`src/rtl/plm_pkg.sv`:
```
// Package: shared constants and types for the phase lock monitor.
// Assumes the filtered scale is 0..256 and the threshold is 8 bits wide.
package plm_pkg;
    localparam int THR_W      = 8;
    localparam int SHIFT_W    = 5;
    localparam int MIN_SHIFT  = 4;
    localparam int MAX_SHIFT  = 16;
    localparam int FILT_W     = THR_W + 1;          // holds 0..256
    localparam int FRAC_W     = MAX_SHIFT + 1;      // keeps stall gap below half an LSB
    localparam int ACC_W      = FILT_W + FRAC_W;
    localparam int BLANK_W    = MAX_SHIFT + 2;
    localparam int HYST       = 4;
    localparam int DEF_THR    = 64;
    localparam int DEF_SHIFT  = 8;
    localparam int SYNC_STAGES = 2;

    typedef enum logic [1:0] {
        ST_BLANK  = 2'd0,
        ST_UNLOCK = 2'd1,
        ST_LOCK   = 2'd2
    } lock_state_t;
endpackage

```
`src/rtl/plm_sync.sv`:
```
// Module: multi-flop synchronizer for one asynchronous single-bit input.
// Assumes STAGES >= 2; the input is a slow clock-like signal.
module plm_sync #(
    parameter int STAGES = 2
) (
    input  logic clk_i,
    input  logic rst_ni,
    input  logic d_i,
    output logic q_o
);
    logic [STAGES-1:0] chain_q;

    generate
        for (genvar i = 0; i < STAGES; i++) begin : g_stage
            if (i == 0) begin : g_first
                // First stage captures the asynchronous input.
                always_ff @(posedge clk_i) begin
                    if (!rst_ni) chain_q[0] <= 1'b0;
                    else         chain_q[0] <= d_i;
                end
            end else begin : g_next
                // Later stages let metastability resolve.
                always_ff @(posedge clk_i) begin
                    if (!rst_ni) chain_q[i] <= 1'b0;
                    else         chain_q[i] <= chain_q[i-1];
                end
            end
        end
    endgenerate

    assign q_o = chain_q[STAGES-1];
endmodule

```
`src/rtl/plm_cfg.sv`:
```
// Module: registers the threshold and the shift amount, clamping the shift.
// Assumes the configuration inputs are quasi-static.
module plm_cfg
    import plm_pkg::*;
(
    input  logic               clk_i,
    input  logic               rst_ni,
    input  logic [THR_W-1:0]   thr_i,
    input  logic [SHIFT_W-1:0] shift_i,
    output logic [THR_W-1:0]   thr_o,
    output logic [SHIFT_W-1:0] shift_o
);
    logic [SHIFT_W-1:0] shift_clamped;

    // Limit the shift amount to the supported range.
    always_comb begin
        if (shift_i < SHIFT_W'(MIN_SHIFT))      shift_clamped = SHIFT_W'(MIN_SHIFT);
        else if (shift_i > SHIFT_W'(MAX_SHIFT)) shift_clamped = SHIFT_W'(MAX_SHIFT);
        else                                    shift_clamped = shift_i;
    end

    // Capture the configuration, with defaults while in reset.
    always_ff @(posedge clk_i) begin
        if (!rst_ni) begin
            thr_o   <= THR_W'(DEF_THR);
            shift_o <= SHIFT_W'(DEF_SHIFT);
        end else begin
            thr_o   <= thr_i;
            shift_o <= shift_clamped;
        end
    end
endmodule

```
`src/rtl/plm_filter.sv`:
```
// Module: first-order leaky integrator of the phase-error bit.
// Assumes shift_i lies within MIN_SHIFT..MAX_SHIFT.
// The state carries FRAC_W fractional bits. The output is rounded to 0..256.
module plm_filter
    import plm_pkg::*;
(
    input  logic               clk_i,
    input  logic               rst_ni,
    input  logic               err_i,
    input  logic [SHIFT_W-1:0] shift_i,
    output logic [FILT_W-1:0]  filt_o
);
    localparam logic signed [ACC_W:0] FULL  = (ACC_W+1)'(1) <<< (THR_W + FRAC_W);
    localparam logic        [ACC_W:0] ROUND = (ACC_W+1)'(1) << (FRAC_W - 1);

    logic        [ACC_W-1:0] acc_q;
    logic signed [ACC_W:0]   target;
    logic signed [ACC_W:0]   diff;
    logic signed [ACC_W:0]   step;
    logic        [ACC_W:0]   rounded;

    // Form the step toward the target selected by the error bit.
    always_comb begin
        target = err_i ? FULL : '0;
        diff   = target - $signed({1'b0, acc_q});
        step   = diff >>> shift_i;
    end

    // Advance the integrator state once per sample.
    always_ff @(posedge clk_i) begin
        if (!rst_ni) acc_q <= '0;
        else         acc_q <= acc_q + step[ACC_W-1:0];
    end

    // Round the state to the integer output scale.
    always_comb begin
        rounded = {1'b0, acc_q} + ROUND;
        filt_o  = rounded[FRAC_W +: FILT_W];
    end
endmodule

```
`src/rtl/plm_decide.sv`:
```
// Module: blanking counter and hysteretic lock decision.
// Assumes filt_i is already registered upstream and shift_i lies within its clamp.
module plm_decide
    import plm_pkg::*;
(
    input  logic               clk_i,
    input  logic               rst_ni,
    input  logic [FILT_W-1:0]  filt_i,
    input  logic [THR_W-1:0]   thr_i,
    input  logic [SHIFT_W-1:0] shift_i,
    output logic               lock_o
);
    logic [BLANK_W-1:0] blank_q;
    logic [BLANK_W-1:0] blank_limit;
    logic               blank_done;
    logic [FILT_W:0]    filt_margin;
    logic               over_thr;
    logic               under_band;
    lock_state_t        state_q, state_d;

    // Count sampling cycles since reset, saturating at all ones.
    always_ff @(posedge clk_i) begin
        if (!rst_ni)           blank_q <= '0;
        else if (!(&blank_q))  blank_q <= blank_q + 1'b1;
    end

    // Derive the blanking length and the two threshold comparisons.
    always_comb begin
        blank_limit = BLANK_W'(1) << shift_i;
        blank_done  = (blank_q >= blank_limit);
        filt_margin = {1'b0, filt_i} + (FILT_W+1)'(HYST);
        over_thr    = ({1'b0, filt_i} > {2'b00, thr_i});
        under_band  = (filt_margin <= {3'b000, thr_i});
    end

    // Choose the next lock state, applying hysteresis.
    always_comb begin
        state_d = state_q;
        case (state_q)
            ST_BLANK:  if (blank_done) state_d = ST_UNLOCK;
            ST_UNLOCK: if (under_band) state_d = ST_LOCK;
            ST_LOCK:   if (over_thr)   state_d = ST_UNLOCK;
            default:   state_d = ST_BLANK;
        endcase
    end

    // Hold the lock state.
    always_ff @(posedge clk_i) begin
        if (!rst_ni) state_q <= ST_BLANK;
        else         state_q <= state_d;
    end

    assign lock_o = (state_q == ST_LOCK);
endmodule

```
`src/rtl/phase_lock_monitor.sv`:
```
// Module: top level of the phase lock monitor.
// Synchronizes both divided clocks, XORs them, filters the result and decides on lock.
// Assumes both divided clocks are much slower than clk_i.
module phase_lock_monitor
    import plm_pkg::*;
(
    input  logic               clk_i,
    input  logic               rst_ni,
    input  logic               ref_div_i,
    input  logic               fb_div_i,
    input  logic [THR_W-1:0]   thr_i,
    input  logic [SHIFT_W-1:0] shift_i,
    output logic               lock_ok_o
);
    logic [1:0]         raw_w;
    logic [1:0]         syn_w;
    logic               err_w;
    logic [THR_W-1:0]   thr_w;
    logic [SHIFT_W-1:0] shift_w;
    logic [FILT_W-1:0]  filt_w;

    assign raw_w = {fb_div_i, ref_div_i};

    generate
        for (genvar c = 0; c < 2; c++) begin : g_chan
            plm_sync #(.STAGES(SYNC_STAGES)) u_sync (
                .clk_i  (clk_i),
                .rst_ni (rst_ni),
                .d_i    (raw_w[c]),
                .q_o    (syn_w[c])
            );
        end
    endgenerate

    // Phase error bit: the two synchronized clocks differ.
    assign err_w = syn_w[0] ^ syn_w[1];

    plm_cfg u_cfg (
        .clk_i   (clk_i),
        .rst_ni  (rst_ni),
        .thr_i   (thr_i),
        .shift_i (shift_i),
        .thr_o   (thr_w),
        .shift_o (shift_w)
    );

    plm_filter u_filt (
        .clk_i   (clk_i),
        .rst_ni  (rst_ni),
        .err_i   (err_w),
        .shift_i (shift_w),
        .filt_o  (filt_w)
    );

    plm_decide u_dec (
        .clk_i   (clk_i),
        .rst_ni  (rst_ni),
        .filt_i  (filt_w),
        .thr_i   (thr_w),
        .shift_i (shift_w),
        .lock_o  (lock_ok_o)
    );
endmodule

```
`config.mk`:
```
export PLATFORM = sky130hd
export DESIGN_NAME = phase_lock_monitor
export DESIGN_NICKNAME = d
export VERILOG_FILES = /design/src/rtl/plm_pkg.sv /design/src/rtl/plm_sync.sv /design/src/rtl/plm_cfg.sv /design/src/rtl/plm_filter.sv /design/src/rtl/plm_decide.sv /design/src/rtl/phase_lock_monitor.sv
export SDC_FILE = /design/constraint.sdc
export NUM_CORES = 1
export LEC_CHECK = 0
export ABC_CLOCK_PERIOD_IN_PS = 4300
export CAP_MARGIN = 20
export CORE_UTILIZATION = 50
export CTS_CLUSTER_SIZE = 14
export DETAILED_ROUTE_END_ITERATION = 6
export PLACE_DENSITY = 0.74
export SYNTH_ARGS = -nofsm -noshare
export SYNTH_HDL_FRONTEND = slang
export SYNTH_SLANG_ARGS = --single-unit
```
`constraint.sdc`:
```
create_clock -name clk_i -period 4.3 [get_ports clk_i]
set_clock_uncertainty 0.1 [all_clocks]
set_input_delay 0.86 -clock clk_i [delete_from_list [all_inputs] [get_ports clk_i]]
set_output_delay 0.86 -clock clk_i [all_outputs]
set_load 0.02 [all_outputs]
```
==> results.cfg, run 1 <==
[layout]
final_cell_mix = buf_4 (217), nor2_1 (91), nand2_1 (74)
drive_gt1_frac = 0.350
syn_to_final_growth_pct = 42.5
layout_commonest_cell = buf_4
fin_nets = 1218
final_cells = 1318
diodes = 0

[sta]
fmax_ghz = 0.217
final-setup-viol-count = 15
relSlewSlack = 0.547
rsz0062_at_grt = true
fin_crit_ns = 4.61
fin_setup_tns_ns = -2.93
slew_viol_final = 0
worstMarginPinSlew_ns = 0.678
hold_viol_final = 0
fin_ws_ns = -0.305
fin_crit_sh = 1.07

[run]
drv_cap = 0

[critical_path]
crit_path_end_kind = flop
crit_path_frequent_cell = or3_4
cpPeakStageDelay_ns = 0.54
cp_cell_sequence = or3_4, or3_4, a21oi_4, o32ai_4, mux4_2, nor3_2, a21oi_2, nand4_1, ha_2, inv_2, fa_2, nor2b_2, o31a_1, o21ai_2, a31oi_4, a41oi_4, o31ai_2, xnor2_1, nor2_1
worst-path-buf-inv = 1
crit_type = flop to flop
required_ns = 4.41
crit_family = simple AND/OR/NAND/NOR gates
critPathSlowestCell = mux4_2
path_max_fanout = 4
worst_ep_arrival_time_ns = 4.71
critPathLaunchType = flop
reg2reg_setup_slack_ns = -0.31

[global_routing]
grt_max_degree = 38
grt_pass1_wl_um = 39000
grt_use_total = 0.346
gr-total-overflow = 0
grt_pass1_vias = 7787
antenna_found_initial = 0

[floorplan]
initial_core_util = 0.519
row_count = 42
pin_count = 18
die_y_um = 120
die-area_um2 = 14400
coreArea_um2 = 13400
die_w_um = 120

[logic_synthesis]
synth-edff-count = 0
syn_inst = 929
synth_ff_type = dfxtp_1
synth-seq-cells = 63
ys_seq_area_frac = 0.181
syn_area_per_cell_um2 = 7.49
async_flop_share = 0
ys_types = 84
synth_nets = 1010
synthesis.area_um2 = 6960
ys_warn_count = 0

[clock_tree]
h-tree-depth = 3
cts_sinks = 63
cts_buffers = 9
cts.clk_slew.worst_paths_ns = 0.07
cts_tree = yes
root_buffer = clkbuf_16
clk_latency_ns = 0.35
clk_path_buf_depth = 2
cts_hold_buf = 0

[detailed_routing]
via_per_inst = 6.34
vias = 8357
wl_per_cell_um = 19.6
drt_iter0_drc = 1006
antenna_left = 0
drcViolationCount = 0
routed_wl_um = 25800
first_pass_iters = 6

[placement]
post-place-ws_ns = -0.457
gp_congestion = 1.02
place_inst = 1267
dp_hpwl_um = 18400
numPortBuffers = 17

[run_status]
violations = setup timing
status = finished, violations left

[pwr]
p_leak_nw = 4.12
max-vdd-ir-drop_mv = 0.561
p_per_area_nw_per_um2 = 759

[worst_hold_path]
hold_class = flop to flop
## cells in the mapped netlist (12+ instances only)
master    count  share of area
or3_1        12          0.011
nor3_1       26          0.019
xnor2_1      29          0.037
o211ai_1     14          0.015
a21oi_1      58          0.042
xor2_1       19          0.024
dfxtp_1      63           0.18
a31oi_1      13          0.012
ha_1         63           0.11
and2_1       19          0.017
nand4_1      13          0.012
a211oi_1     15          0.016
nand3_1      39          0.028
nand2_1      80          0.043
mux2i_1      19          0.027
nand2b_1     12          0.011
inv_1        40          0.022
nor2_1       93          0.050
a21o_1       15          0.016
o21ai_0      58          0.042
clkbuf_1     26          0.014
## through the flow
| step | utilization | total power [mW] | hold WS (ns) | instance area [µm²] |
|---|---|---|---|---|
| 2_1_floorplan | - | 3.57 | 0.312 | 6990 |
| 3_3_place_gp | 0.643 | 5.46 | 0.316 | 8610 |
| 3_5_place_dp | 0.643 | 5.51 | 0.319 | 8610 |
| 4_1_cts | 0.693 | 6.67 | 0.333 | 9280 |
| 5_1_grt | 0.740 | 7.94 | 0.356 | 9910 |
| 6_report | 0.740 | 7.53 | 0.330 | 9910 |
## kinds of logic after synthesis
family | after synthesis | synth area share
fa+ha+maj | 64 | 0.116
mux | 30 | 0.0516
simple gates | 353 | 0.258
xor+xnor | 49 | 0.0628
compound gates | 277 | 0.270
flops | 63 | 0.181
buf+inv | 93 | 0.0601
## state kept, by name, indices dropped and copies added, names as in the netlist
signal,flops
g_chan.u_sync.chain_q,2
g_chan.u_sync.q_o,2
u_cfg.thr_o,8
u_dec.state_q,2
u_dec.blank_q,18
u_filt.acc_q,26
u_cfg.shift_o,5
## final timing paths
path                                     startpoint                               to  cells past startpoint
max reg2reg              u_filt.acc_q[0]$_SDFF_PN0_      u_filt.acc_q[24]$_SDFF_PN0_                     19
min          g_chan[0].u_sync.chain_q[0]$_SDFF_PN0_  g_chan[0].u_sync.q_o$_SDFF_PN0_                      1
max                      u_filt.acc_q[0]$_SDFF_PN0_      u_filt.acc_q[24]$_SDFF_PN0_                     19
min reg2reg  g_chan[0].u_sync.chain_q[0]$_SDFF_PN0_  g_chan[0].u_sync.q_o$_SDFF_PN0_                      1
## timing repair
item	in CTS	in global routing
pin swaps	36	70
endpoints found under the hold margin	0	0
setup buffers	15	24
endpoints found under the setup margin	18	20
gates resized for setup	64	98
## power by group
group	leakage [nW]	total, mW	switching, mW	internal, mW
clock network	0.137	0.729	0.315	0.414
logic	3.46	5.93	3.01	2.92
registers	0.523	0.862	0.135	0.727
total	4.12	7.53	3.46	4.06
## area by class of cell
type / count / area [µm²]
multi-input combinational: 773 / 6000
fill: 1015 / 3490
timing repair buffer: 247 / 1960
sequential: 63 / 1270
clock buffer: 10 / 239
tap: 176 / 220
inverter: 43 / 161
clock inverter: 6 / 50.0
## per-layer routing
metal  global-route usage  part of all wire
met1                0.445              0.41
met2                0.563              0.46
met3               0.0713             0.094
met4                0.138             0.039
met5                    0                 0
(Power assumes the default switching activity.)
==> inputs of run 2 (changes only) <==
==> constraint.sdc (replaced) <==
create_clock -name clk_i -period 4.3 [get_ports clk_i]
set_clock_uncertainty 0.1 [all_clocks]
set_input_delay 0.86 -clock clk_i [delete_from_list [all_inputs] [get_ports clk_i]]
set_output_delay 0.86 -clock clk_i [all_outputs]
set_load 0.05 [all_outputs]
==> results of run 2 <==
The final DEF is identical to that of run 1. Status: finished, violations left: setup timing.
==> inputs of run 3 (changes only) <==
--- a/config.mk
+++ b/config.mk
@@ -5,7 +5,7 @@
 export SDC_FILE = /design/constraint.sdc
 export NUM_CORES = 1
 export LEC_CHECK = 0
-export ABC_CLOCK_PERIOD_IN_PS = 4300
+export ABC_CLOCK_PERIOD_IN_PS = 4000
 export CAP_MARGIN = 20
 export CORE_UTILIZATION = 50
 export CTS_CLUSTER_SIZE = 14
==> constraint.sdc (replaced) <==
create_clock -name clk_i -period 4 [get_ports clk_i]
set_clock_uncertainty 0.1 [all_clocks]
set_input_delay 0.8 -clock clk_i [delete_from_list [all_inputs] [get_ports clk_i]]
set_output_delay 0.8 -clock clk_i [all_outputs]
set_load 0.05 [all_outputs]
==> results.cfg, run 3 (same netlist as run 1, synthesis figures left out) <==
[clock_tree]
cts_sinks = 63
cts_tree = yes
cts_buffers = 9
clk_path_buf_depth = 2
h-tree-depth = 3
cts.clk_slew.worst_paths_ns = 0.07
cts_hold_buf = 0
root_buffer = clkbuf_16
clk_latency_ns = 0.36

[layout]
final_cell_mix = buf_4 (224), nor2_1 (90), nand2_1 (74)
layout_commonest_cell = buf_4
largest_register = u_filt.acc_q
fin_nets = 1234
largestRegisters = u_filt.acc_q: 26 flops, u_dec.blank_q: 18 flops, u_cfg.thr_o: 8 flops
largest_register_ffs = 26
drive_gt1_frac = 0.358
syn_to_final_growth_pct = 44.5
diodes = 0

[placement]
numPortBuffers = 17
gp_congestion = 1.08
post-place-ws_ns = -0.675
dp_hpwl_um = 18900

[critical_path]
startpoint = u_filt.acc_q[2]$_SDFF_PN0_
crit_cells = 25
crit_path_end_kind = flop
crit_family = simple AND/OR/NAND/NOR gates
cpPeakStageDelay_ns = 0.45
critPathSlowestCell = a2111o_1
required_ns = 4.11
path_max_fanout = 5
r2r-start = u_filt.acc_q[2]$_SDFF_PN0_
worst_ep_arrival_time_ns = 4.81
critPathLaunchType = flop
endpoint = u_filt.acc_q[10]$_SDFF_PN0_
worst-path-buf-inv = 10
crit_path_frequent_cell = buf_6
r2r-end = u_filt.acc_q[10]$_SDFF_PN0_
reg2reg_setup_slack_ns = -0.70
crit_type = flop to flop
r2r_cells = 25

[sta]
hold_viol_final = 0
fmax_ghz = 0.213
fin_ws_ns = -0.699
worstMarginPinSlew_ns = 0.720
final-setup-viol-count = 21
rsz0062_at_grt = true
fin_crit_ns = 4.70
fin_crit_sh = 1.17
relSlewSlack = 0.519
slew_viol_final = 0

[detailed_routing]
wl_per_cell_um = 20.4
vias = 8595
routed_wl_um = 27200
antenna_left = 0
first_pass_iters = 7
via_per_inst = 6.44
drt_iter0_drc = 1187
drcViolationCount = 5

[floorplan]
pin_count = 18
die_w_um = 120
coreArea_um2 = 13400
die_y_um = 120
initial_core_util = 0.519
row_count = 42
die-area_um2 = 14400

[run_status]
violations = DRC, setup timing
status = finished, violations left

[global_routing]
grt_use_total = 0.356
antenna_found_initial = 0
gr-total-overflow = 0
grt_pass1_vias = 8041
grt_pass1_wl_um = 40500
grt_max_degree = 38

[pwr]
max-vdd-ir-drop_mv = 0.698
p_leak_nw = 4.20
p_per_area_nw_per_um2 = 843
total_power_mw = 8.47

[run]
drv_cap = 0

[worst_hold_path]
hold_class = flop to flop
## run 3: worst min path at each step
stage,start,to,slack (ns),depth (start not counted)
6_report,g_chan[1].u_sync.chain_q[0]$_SDFF_PN0_,g_chan[1].u_sync.q_o$_SDFF_PN0_,0.33,1
3_5_place_dp,g_chan[1].u_sync.chain_q[0]$_SDFF_PN0_,g_chan[1].u_sync.q_o$_SDFF_PN0_,0.32,1
2_1_floorplan,g_chan[0].u_sync.chain_q[0]$_SDFF_PN0_,g_chan[0].u_sync.q_o$_SDFF_PN0_,0.31,1
5_1_grt,g_chan[0].u_sync.chain_q[0]$_SDFF_PN0_,g_chan[0].u_sync.q_o$_SDFF_PN0_,0.35,1
3_3_place_gp,g_chan[0].u_sync.chain_q[0]$_SDFF_PN0_,g_chan[0].u_sync.q_o$_SDFF_PN0_,0.31,1
4_1_cts,g_chan[1].u_sync.chain_q[0]$_SDFF_PN0_,g_chan[1].u_sync.q_o$_SDFF_PN0_,0.34,1
## run 3: through the flow
stage | std cells | hold slack [ns] | utilization | setup TNS, ns | cell area (µm²)
after global placement | 1274 | 0.313 | 0.648 | -8.31 | 8690
after floorplan | 929 | 0.312 | - | -1.45 | 7010
after detailed placement | 1274 | 0.323 | 0.648 | -9.22 | 8690
after CTS | 1310 | 0.335 | 0.710 | -5.33 | 9520
final | 1334 | 0.332 | 0.750 | -10.10 | 10100
after global routing | 1334 | 0.355 | 0.750 | -12.40 | 10100
## run 3: per-layer routing
metal  up-vias  GRT usage  wire [µm]
li1       3904          -          -
met4         0      0.165       1330
met3       157     0.0984       2840
met2       510      0.561      12300
met1      4024      0.447      10800
met5         -          0          0
## run 3: layout make-up
type | count | area [µm²]
multi-input combinational | 773 | 5990
clock inverter | 7 | 78.8
sequential | 63 | 1270
timing repair buffer | 263 | 2110
fill | 953 | 3350
inverter | 43 | 161
clock buffer | 9 | 225
tap | 176 | 220
## run 3: repair_timing
action / 4_1_cts / 5_1_grt
resized for setup: 83 / 80
gates cloned: 0 / 1
pin swaps: 27 / 64
buffers inserted: 25 / 31
endpoints found under the setup margin: 21 / 22
## run 3: power by group
| group | total, mW | internal, mW | leakage, nW | switching (mW) |
|---|---|---|---|---|
| clock network | 0.828 | 0.487 | 0.139 | 0.341 |
| registers | 0.901 | 0.777 | 0.522 | 0.124 |
| logic | 6.74 | 3.29 | 3.54 | 3.45 |
## run 3: worst register-to-register path, cell delays in order, from the launching register on
cell and delay [ns]:
dfxtp_2 0.33, or3_4 0.40, buf_6 0.13, nor3_4 0.24, nand4_1 0.25, xor2_1 0.31, buf_4 0.18, o2bb2ai_4 0.06
o31ai_2 0.21, buf_4 0.18, nand2_2 0.06, and3_4 0.17, ha_4 0.18, buf_6 0.12, a2111o_1 0.45, o21ai_4 0.22
buf_4 0.14, buf_6 0.08, buf_6 0.08, buf_6 0.08, buf_6 0.08, buf_6 0.09, nand2b_4 0.05, a21oi_2 0.12
xor2_1 0.16, nor2_1 0.05
